### config.mk
export PLATFORM = sky130hd
export DESIGN_NAME = ab_dwell_calc
export DESIGN_NICKNAME = d
export VERILOG_FILES = /design/src/rtl/ab_dwell_pkg.sv /design/src/rtl/ab_sector_decode.sv /design/src/rtl/ab_scale.sv /design/src/rtl/ab_row_solve.sv /design/src/rtl/ab_dwell_calc.sv
export SDC_FILE = /design/constraint.sdc
export NUM_CORES = 1
export LEC_CHECK = 0
export BUFFER_PORTS_ARGS = -buffer_cell sky130_fd_sc_hd__buf_2
export CAP_MARGIN = 20
export CORE_MARGIN = 2
export CORE_UTILIZATION = 60
export CTS_BUF_LIST = sky130_fd_sc_hd__clkbuf_8
export DETAILED_ROUTE_END_ITERATION = 8
export PLACE_DENSITY = 0.87
export SETUP_SLACK_MARGIN = 0.02
export SLEW_MARGIN = 0
export SYNTH_ARGS = -nofsm -noshare
export SYNTH_HDL_FRONTEND = slang
export SYNTH_SLANG_ARGS = --single-unit
### constraint.sdc
create_clock -name clk -period 28.2 [get_ports clk]
set_input_delay 5.64 -clock clk [delete_from_list [all_inputs] [get_ports clk]]
set_output_delay 5.64 -clock clk [all_outputs]
set_load 0.01 [all_outputs]
### src/rtl/ab_dwell_pkg.sv
`timescale 1ns/1ps
package ab_dwell_pkg;
  localparam int NUM_PH  = 3;
  localparam int NUM_REF = 2 * NUM_PH;
  localparam int SEC_W   = 3;

  typedef enum logic [1:0] {
    ST_IDLE  = 2'd0,
    ST_MUL   = 2'd1,
    ST_SOLVE = 2'd2
  } ab_state_e;
endpackage

### src/rtl/ab_sector_decode.sv
`timescale 1ns/1ps
// Maps an unsigned angle (full scale = one turn) onto one of six 60-degree
// sectors. Boundaries sit at odd multiples of 1/12 turn and are compared
// exactly by scaling the angle by 12 instead of rounding boundary constants.
module ab_sector_decode
  import ab_dwell_pkg::*;
#(
  parameter int ANGLE_W = 16
) (
  input  logic [ANGLE_W-1:0] angle_i,
  output logic [SEC_W-1:0]   sector_o
);
  localparam int PROD_W = ANGLE_W + 4;
  localparam int NUM_EDGE = 6;

  logic [PROD_W-1:0]   scaled;
  logic [NUM_EDGE-1:0] passed;
  logic [SEC_W-1:0]    n_passed;

  assign scaled = PROD_W'(angle_i) * PROD_W'(12);

  for (genvar k = 0; k < NUM_EDGE; k++) begin : g_edge
    localparam logic [PROD_W-1:0] EDGE = PROD_W'(2 * k + 1) << ANGLE_W;
    assign passed[k] = (scaled >= EDGE);
  end

  always_comb begin
    n_passed = '0;
    for (int k = 0; k < NUM_EDGE; k++) begin
      n_passed = n_passed + SEC_W'(passed[k]);
    end
  end

  assign sector_o = ((n_passed == '0) || (n_passed == SEC_W'(NUM_EDGE)))
                    ? SEC_W'(1) : (n_passed + SEC_W'(1));
endmodule

### src/rtl/ab_scale.sv
`timescale 1ns/1ps
// Multiplies a signed fractional reference by the period and rounds the
// product to the nearest tick (halves toward +inf).
module ab_scale #(
  parameter int REF_W    = 16,
  parameter int PERIOD_W = 13,
  parameter int TIME_W   = 16
) (
  input  logic [REF_W-1:0]    ref_i,
  input  logic [PERIOD_W-1:0] period_i,
  output logic [TIME_W-1:0]   term_o
);
  localparam int PROD_W = REF_W + PERIOD_W + 1;
  localparam int FRAC   = REF_W - 1;
  localparam logic signed [PROD_W-1:0] HALF = PROD_W'(1) << (FRAC - 1);

  logic signed [PROD_W-1:0] ref_ext;
  logic signed [PROD_W-1:0] per_ext;
  logic signed [PROD_W-1:0] prod;
  logic signed [PROD_W-1:0] biased;

  assign ref_ext = $signed({{(PROD_W-REF_W){ref_i[REF_W-1]}}, ref_i});
  assign per_ext = $signed({{(PROD_W-PERIOD_W){1'b0}}, period_i});
  assign prod    = ref_ext * per_ext;
  assign biased  = prod + HALF;
  assign term_o  = TIME_W'(biased >>> FRAC);
endmodule

### src/rtl/ab_row_solve.sv
`timescale 1ns/1ps
// Seeds the upper row from the sector and solves the balance relations for
// the shared middle row and the lower row. Lower-row values are not clamped.
module ab_row_solve
  import ab_dwell_pkg::*;
#(
  parameter int PERIOD_W = 13,
  parameter int TIME_W   = 16
) (
  input  logic [SEC_W-1:0]               sector_i,
  input  logic [PERIOD_W-1:0]            period_i,
  input  logic [NUM_PH-1:0][TIME_W-1:0]  rterm_i,
  input  logic [NUM_PH-1:0][TIME_W-1:0]  iterm_i,
  output logic [NUM_PH-1:0][TIME_W-1:0]  up_o,
  output logic [NUM_PH-1:0][TIME_W-1:0]  mid_o,
  output logic [NUM_PH-1:0][TIME_W-1:0]  low_o
);
  logic [1:0] full_ph;

  assign full_ph = (sector_i >= SEC_W'(4)) ? 2'(sector_i - SEC_W'(4))
                                           : 2'(sector_i - SEC_W'(1));

  for (genvar p = 0; p < NUM_PH; p++) begin : g_phase
    assign up_o[p]  = (full_ph == 2'(p)) ? TIME_W'(period_i) : '0;
    assign mid_o[p] = up_o[p] - rterm_i[p];
    assign low_o[p] = mid_o[p] + iterm_i[p];
  end
endmodule

### src/rtl/ab_dwell_calc.sv
`timescale 1ns/1ps
module ab_dwell_calc
  import ab_dwell_pkg::*;
#(
  parameter int REF_W   = 16,
  parameter int TIME_W  = 16,
  parameter int ANGLE_W = 16,
  parameter int PERIOD_W = TIME_W - 3
) (
  input  logic                     clk,
  input  logic                     rst_n,
  input  logic                     start_i,
  input  logic [PERIOD_W-1:0]      period_i,
  input  logic [ANGLE_W-1:0]       angle_i,
  input  logic signed [REF_W-1:0]  rect_a_i,
  input  logic signed [REF_W-1:0]  rect_b_i,
  input  logic signed [REF_W-1:0]  rect_c_i,
  input  logic signed [REF_W-1:0]  inv_a_i,
  input  logic signed [REF_W-1:0]  inv_b_i,
  input  logic signed [REF_W-1:0]  inv_c_i,
  output logic                     done_o,
  output logic [SEC_W-1:0]         sector_o,
  output logic signed [TIME_W-1:0] up_a_o,
  output logic signed [TIME_W-1:0] up_b_o,
  output logic signed [TIME_W-1:0] up_c_o,
  output logic signed [TIME_W-1:0] mid_a_o,
  output logic signed [TIME_W-1:0] mid_b_o,
  output logic signed [TIME_W-1:0] mid_c_o,
  output logic signed [TIME_W-1:0] low_a_o,
  output logic signed [TIME_W-1:0] low_b_o,
  output logic signed [TIME_W-1:0] low_c_o
);
  localparam int IDX_W = $clog2(NUM_REF);

  // reset: asserted asynchronously, released on the clock
  logic [1:0] rst_sync_q;
  logic       rst_core_n;

  always_ff @(posedge clk or negedge rst_n) begin
    if (!rst_n) rst_sync_q <= 2'b00;
    else        rst_sync_q <= {rst_sync_q[0], 1'b1};
  end
  assign rst_core_n = rst_sync_q[1];

  ab_state_e state_q, state_d;
  logic [IDX_W-1:0] idx_q, idx_d;
  logic cap_en, mul_en, out_en;

  logic [PERIOD_W-1:0]             period_q;
  logic [ANGLE_W-1:0]              angle_q;
  logic [NUM_REF-1:0][REF_W-1:0]   ref_in, ref_q;
  logic [NUM_REF-1:0][TIME_W-1:0]  term_q;
  logic [TIME_W-1:0]               scaled;
  logic [SEC_W-1:0]                sector_d, sector_q;
  logic [NUM_PH-1:0][TIME_W-1:0]   up_d, mid_d, low_d;
  logic [NUM_PH-1:0][TIME_W-1:0]   up_q, mid_q, low_q;
  logic                            done_q;

  // index 0..2 rectifier a..c, 3..5 inverter a..c
  assign ref_in = {inv_c_i, inv_b_i, inv_a_i, rect_c_i, rect_b_i, rect_a_i};

  // one shared multiplier, one reference per cycle
  ab_scale #(.REF_W(REF_W), .PERIOD_W(PERIOD_W), .TIME_W(TIME_W)) u_scale (
    .ref_i    (ref_q[idx_q]),
    .period_i (period_q),
    .term_o   (scaled)
  );

  ab_sector_decode #(.ANGLE_W(ANGLE_W)) u_sector (
    .angle_i  (angle_q),
    .sector_o (sector_d)
  );

  ab_row_solve #(.PERIOD_W(PERIOD_W), .TIME_W(TIME_W)) u_solve (
    .sector_i (sector_d),
    .period_i (period_q),
    .rterm_i  (term_q[NUM_PH-1:0]),
    .iterm_i  (term_q[NUM_REF-1:NUM_PH]),
    .up_o     (up_d),
    .mid_o    (mid_d),
    .low_o    (low_d)
  );

  // next-state logic
  always_comb begin
    state_d = state_q;
    idx_d   = idx_q;
    cap_en  = 1'b0;
    mul_en  = 1'b0;
    out_en  = 1'b0;
    case (state_q)
      ST_IDLE: begin
        if (start_i) begin
          cap_en  = 1'b1;
          idx_d   = '0;
          state_d = ST_MUL;
        end
      end
      ST_MUL: begin
        mul_en = 1'b1;
        if (idx_q == IDX_W'(NUM_REF - 1)) state_d = ST_SOLVE;
        else                              idx_d   = idx_q + IDX_W'(1);
      end
      ST_SOLVE: begin
        out_en  = 1'b1;
        state_d = ST_IDLE;
      end
      default: state_d = ST_IDLE;
    endcase
  end

  // registers
  always_ff @(posedge clk or negedge rst_core_n) begin
    if (!rst_core_n) begin
      state_q  <= ST_IDLE;
      idx_q    <= '0;
      period_q <= '0;
      angle_q  <= '0;
      ref_q    <= '0;
      term_q   <= '0;
      sector_q <= SEC_W'(1);
      up_q     <= '0;
      mid_q    <= '0;
      low_q    <= '0;
      done_q   <= 1'b0;
    end else begin
      state_q <= state_d;
      idx_q   <= idx_d;
      done_q  <= out_en;
      if (cap_en) begin
        period_q <= period_i;
        angle_q  <= angle_i;
        ref_q    <= ref_in;
      end
      if (mul_en) term_q[idx_q] <= scaled;
      if (out_en) begin
        sector_q <= sector_d;
        up_q     <= up_d;
        mid_q    <= mid_d;
        low_q    <= low_d;
      end
    end
  end

  assign done_o   = done_q;
  assign sector_o = sector_q;
  assign up_a_o   = up_q[0];
  assign up_b_o   = up_q[1];
  assign up_c_o   = up_q[2];
  assign mid_a_o  = mid_q[0];
  assign mid_b_o  = mid_q[1];
  assign mid_c_o  = mid_q[2];
  assign low_a_o  = low_q[0];
  assign low_b_o  = low_q[1];
  assign low_c_o  = low_q[2];

  // ---------------- assertions ----------------
  logic signed [TIME_W-1:0] period_s;
  logic [NUM_PH-1:0]        up_full, up_zero;

  assign period_s = TIME_W'(period_q);
  for (genvar p = 0; p < NUM_PH; p++) begin : g_upchk
    assign up_full[p] = (up_q[p] == TIME_W'(period_q));
    assign up_zero[p] = (up_q[p] == '0);
  end

  assert_done_pulse_R7: assert property (@(posedge clk) disable iff (!rst_core_n)
    done_o |=> !done_o);

  assert_sector_range_R2: assert property (@(posedge clk) disable iff (!rst_core_n)
    done_o |-> (sector_o >= SEC_W'(1)) && (sector_o <= SEC_W'(6)));

  assert_upper_seed_R3: assert property (@(posedge clk) disable iff (!rst_core_n)
    (done_o && period_q != '0) |-> ($countones(up_full) == 1) && ($countones(up_zero) == 2));

  assert_busy_hold_R8: assert property (@(posedge clk) disable iff (!rst_core_n)
    (state_q != ST_IDLE) |=> ($stable(period_q) && $stable(angle_q) && $stable(ref_q)));

  for (genvar k = 0; k < NUM_REF; k++) begin : g_bound
    assert_no_overflow_R9: assert property (@(posedge clk) disable iff (!rst_core_n)
      (state_q == ST_SOLVE) |-> (($signed(term_q[k]) <= period_s) &&
                                 ($signed(term_q[k]) >= -period_s)));
  end
endmodule

==> results.cfg, run 1 <==
[worst_setup_path]
cp_num_buf_inv = 6
critPathRequiredTime_ns = 28.71
cp.arrival_ns = 10.37
worst_path_largest_cell_delay_ns = 0.48
r2r_end = low_a_o[15]
r2r_slack_ns = 18.35
r2r-start = angle_q[1]
crit_family = adder cells
worstRegToRegCells = 46
crit_path_max_fanout = 14
critPathLaunchType = flop
cp_common_cell = a21oi_1
cp_slowest_cell = fa_1
endpoint_kind = flop
path_class = flop to flop

[synthesis]
yosysWarnings = 0
yosys.area.top_type = dfrtp_1
ys_top_cells_by_area = dfrtp_1, fa_1, ha_1, mux2_2, nand2_1
synth_edf_count = 0
ys_ff_latch = 361
yosysTopAreaCellShare = 0.340
syn_inst = 2600
synth_ff_type = dfrtp_1
synth.avg_cell_area_um2 = 10.2
synthesis.area_um2 = 26500
async_reset_ff_frac = 1.00
synth.distinct_cells = 72
seq_area_frac_synth = 0.341

[clock_tree]
worst_skew_pair.late_latency_ns = 0.69
cts_htree_levels = 2
cts_setup_buffers = 0
numClockSinks = 361
cts_buffers = 58
ctsResizeCount = 0
cts_tree = yes
cts_hold_buffers = 0
clock_path_buffers = 3
root_buffer = clkbuf_8
clkSlewWorstSetupHoldPaths_ns = 0.06

[timing]
maxSlewHeadroom = 0.241
skew_ns = 0.0397
fmax_ghz = 0.101
period_share = 0.349
worstMarginPinSlew_ns = 1.14
hold_viol = 0
fin_crit_ns = 9.85
slew_violations = 0
finalSetupTns_ns = 0
setup_viol_count_final = 0
rsz0062_at_grt = no

[placed_design]
routabilityCongestion = 0.909
port-buffer-count = 266
hpwl_um = 51100

[global_routing]
grt_max_degree = 177
grt_pass1_wl_um = 111000
antenna_found_initial = 9
overflow = 0
grt_pass1_vias = 21600
grt_use_total = 0.305

[route]
viasPerCell = 5.75
postRouteAntennaNets = 0
drc = 0
drt-total-wl_um = 69400
dr.pass1.iters = 5
vias = 20100
drt_iter0_markers = 1652
wl_per_cell_um = 19.8

[die]
die_area_um2 = 45900
die_y_um = 214
coreArea_um2 = 43900
io_pins = 276
num_rows = 77
die_w_um = 214
start_util = 0.603

[worst_hold_path]
holdPathStages = 0
worstHoldStart = rst_sync_q[0]
min_to = rst_sync_q[1]
hold_path_class = flop to flop

[flow_run]
maxCapViolations = 0

[final_layout]
area_delta_synth_final_pct = 12.0
layout-drive-gt1-share = 0.218
finalNetCount = 3383

[run_status]
status = completed
-- cell usage after synthesis (4+ instances only) --
| library cell | number |
|---|---|
| buf_4 | 9 |
| nand2b_1 | 15 |
| dlygate4sd1_1 | 4 |
| o31a_1 | 4 |
| nor3_1 | 23 |
| o21bai_1 | 15 |
| fa_1 | 212 |
| nor2_1 | 68 |
| a221oi_1 | 14 |
| a31oi_1 | 11 |
| xnor2_1 | 54 |
| a211oi_1 | 9 |
| nand3_1 | 18 |
| o21a_1 | 19 |
| ha_1 | 197 |
| nand2_1 | 383 |
| and2_1 | 137 |
| dfrtp_1 | 360 |
| and3_1 | 7 |
| nor2b_1 | 30 |
| inv_1 | 280 |
| o21ai_1 | 8 |
| o211ai_1 | 4 |
| a21oi_1 | 101 |
| a21o_1 | 33 |
| mux2i_1 | 21 |
| clkbuf_1 | 96 |
| xor2_1 | 43 |
| o31ai_1 | 16 |
| mux2_2 | 216 |
| buf_1 | 6 |
| o21ai_0 | 132 |
-- cells in the final DEF, fill, tap and decap left out, types with 67 or more instances in the layout --
cell | netlist | routed
nand2_1 | 383 | 383
dfrtp_1 | 360 | 358
inv_1 | 280 | 298
buf_2 | 1 | 266
mux2_2 | 216 | 216
fa_1 | 212 | 212
ha_1 | 197 | 197
and2_1 | 137 | 137
o21ai_0 | 132 | 132
a21oi_1 | 101 | 101
clkbuf_8 | 1 | 71
nor2_1 | 68 | 67
-- state kept, by name (all words and copies together), names as in the netlist, 3 cells and up --
register and cells:
up_c_o 13, up_a_o 13, mid_c_o 16, mid_b_o 16
mid_a_o 16, angle_q 16, low_c_o 16, low_b_o 16
low_a_o 16, sector_o 3, term_q 90, up_b_o 13
ref_q 96, idx_q 3, period_q 13
-- cells by family (layout without fill, tap and decap cells) --
family / after synthesis / count (layout) / synth area share
simple gates: 702 / 702 / 0.122
fa+ha+maj: 409 / 409 / 0.253
buf+inv: 400 / 688 / 0.0597
compound gates: 390 / 390 / 0.0905
flops: 361 / 361 / 0.341
mux: 238 / 238 / 0.101
xor+xnor: 98 / 98 / 0.0327
other cells: 2 / 17 / 0.000283
-- metrics by stage --
stage	setup WS (ns)	cell area [um2]	util	hold slack, ns	cells
CTS	18.47	29600	0.673	0.352	3484
global placement	18.87	28300	0.644	0.338	3372
global route	17.79	29700	0.675	0.381	3493
floorplan	17.40	26500	-	0.331	2608
finish	18.35	29700	0.675	0.350	3495
detailed placement	18.54	28300	0.645	0.338	3374
-- per-layer routing --
metal	share of wire	routed length, um	track usage
met1	0.39	27200	0.380
met2	0.48	33100	0.506
met3	0.081	5620	0.0630
met4	0.051	3510	0.155
met5	0.00014	10	0
-- layout make-up --
type                    instances  area, um2
clock inverters                39        279
multi-input cells            1847      15900
flip-flops and latches        361       9040
fillers                      3229      14300
clock buffers                  71        977
diodes                          7       17.5
well taps                     592        741
repair buffers                297       1620
inverters                     281       1050
-- how the worst max path moves through the flow --
| stage | start | endpoint | slack (ns) | cells past startpoint |
|---|---|---|---|---|
| finish | angle_q[1] | low_a_o[15] | 18.35 | 46 |
| global placement | angle_q[1] | low_b_o[15] | 18.87 | 39 |
| floorplan | rst_sync_q[1] | angle_q[0] | 17.40 | 0 |
| CTS | angle_q[1] | low_a_o[15] | 18.47 | 46 |
| global route | angle_q[1] | low_c_o[15] | 17.79 | 43 |
| detailed placement | angle_q[1] | low_a_o[15] | 18.54 | 46 |
Power of run 1 is left out: the tool's default activity adds up to more than one toggle a clock period on the data nets, which glitch-free logic cannot reach.
==> inputs of run 2 (changes only) <==
==> constraint.sdc (replaced) <==
create_clock -name clk -period 9.1 [get_ports clk]
set_input_delay 1.82 -clock clk [delete_from_list [all_inputs] [get_ports clk]]
set_output_delay 1.82 -clock clk [all_outputs]
set_load 0.01 [all_outputs]
==> run 2 against run 1 <==
Non-clock buffer count increased by 26. Worst setup slack lost 18 ns. Register-to-register slack lost 18 ns. Critical path depth fell by 23. Critical endpoint is now term_q[58]. Highest routed layer is now met4.
==> results.cfg, run 2 (same netlist as run 1, synthesis figures left out) <==
[die]
num_rows = 77
die_area_um2 = 45900
coreArea_um2 = 43900
start_util = 0.603
die_w_um = 214
die_y_um = 214
io_pins = 276

[timing]
fmax_ghz = 0.114
period_share = 0.964
hold_viol = 0
fin_crit_ns = 8.77
rsz0062_at_grt = yes
worstMarginPinSlew_ns = 1.20
slew_violations = 0
setup_viol_count_final = 0
maxSlewHeadroom = 0.200
timing.hold.ws_ns = 0.359
skew_ns = 0.0210

[route]
viasPerCell = 5.75
wl_per_cell_um = 19.7
drt_iter0_markers = 1545
dr.pass1.iters = 5
drt-total-wl_um = 69300
drc = 0
vias = 20300
postRouteAntennaNets = 0

[global_routing]
grt_max_degree = 191
antenna_found_initial = 5
overflow = 0
grt_pass1_vias = 21300
grt_pass1_wl_um = 110000
grt_use_total = 0.302

[worst_setup_path]
critPathLaunchType = flop
path_class = flop to flop
startpoint = idx_q[2]
critPathRequiredTime_ns = 9.71
endpoint_kind = flop
crit_path_max_fanout = 13
cp.arrival_ns = 9.38
r2r-start = idx_q[2]

[clock_tree]
numClockSinks = 361
cts_htree_levels = 2
clkSlewWorstSetupHoldPaths_ns = 0.06
clock_path_buffers = 3
root_buffer = clkbuf_8
cts_buffers = 60
cts_tree = yes
worst_skew_pair.late_latency_ns = 0.68
cts_hold_buffers = 0

[run_status]
status = completed

[final_layout]
layout-drive-gt1-share = 0.236
regMostFlops = ref_q
fillers = 3275
largest_reg_flops = 96
finalInstanceArea_um2 = 30100
area_delta_synth_final_pct = 13.6
final_common_cell = nand2_1
mostFrequentLayoutCells = nand2_1, dfrtp_1, inv_1, buf_2, mux2_2
finalNetCount = 3411
top_regs = ref_q (96), term_q (90)

[placed_design]
port-buffer-count = 266
hpwl_um = 51100
placed_area_um2 = 28500
routabilityCongestion = 0.898

[worst_hold_path]
hold_path_class = flop to flop
worstHoldStart = rst_sync_q[0]

[flow_run]
maxCapViolations = 0
-- run 2: through the flow --
stage | std cells | TNS [ns] | setup WS (ns) | util
2_1_floorplan | 2608 | 0 | 0.308 | -
3_3_place_gp | 3394 | 0 | 0.108 | 0.648
3_5_place_dp | 3396 | -1.10 | -0.279 | 0.649
4_1_cts | 3508 | 0 | 0.0249 | 0.680
5_1_grt | 3521 | -0.493 | -0.184 | 0.685
6_report | 3522 | 0 | 0.329 | 0.685
-- run 2: what timing repair did --
action / 4_1_cts / 5_1_grt
resized for setup: 8 / 40
setup buffers: 0 / 8
setup endpoints to repair: 8 / 17
pin swaps: 2 / 15
gates cloned: 0 / 0
-- run 2: path summary, 6_finish.rpt --
kind	to	slack, ns	cells past startpoint
hold reg to reg	rst_sync_q[1]	0.36	0
setup / recovery	term_q[58]	0.33	23
hold / removal	rst_sync_q[1]	0.36	0
setup reg to reg	term_q[58]	0.33	23
max in group asynchronous	mid_a_o[11]	6.32	2
min in group asynchronous	ref_q[19]	0.42	0
-- run 2: routing by layer --
| metal | part of all wire | global-route usage | vias to the layer above |
|---|---|---|---|
| met5 | 0 | 0 | - |
| met4 | 0.052 | 0.150 | 0 |
| met3 | 0.069 | 0.0501 | 276 |
| met2 | 0.49 | 0.506 | 850 |
| met1 | 0.39 | 0.381 | 10100 |
| li1 | - | - | 9077 |
-- run 2: final cells by class --
cell class	instances	area (um2)	area share
multi-input combinational	1847	16100	0.535
antenna	6	15.0	0.000499
inverter	281	1050	0.0350
timing repair buffer	323	1790	0.0595
tap	592	741	0.0246
clock inverter	33	253	0.00840
sequential	361	9040	0.300
clock buffer	79	1090	0.0361
-- run 2: critical path, stage by stage (launching register included) --
cell     delay (ns)
dfrtp_2        0.48
nor2_2         0.54
a21oi_1        0.22
a21oi_1        0.90
nand2_1        0.22
fa_1           0.60
inv_1          0.06
fa_1           0.47
fa_1           0.52
inv_1          0.07
fa_1           0.56
inv_1          0.06
fa_1           0.49
fa_1           0.43
ha_1           0.35
nand4_1        0.16
o211a_1        0.32
o21ai_0        0.35
a22o_1         0.26
nor2_1         0.06
o21ai_0        0.26
a21oi_1        0.13
xnor2_1        0.88
mux2_2         0.31
Power of run 2 is left out for the same reason.
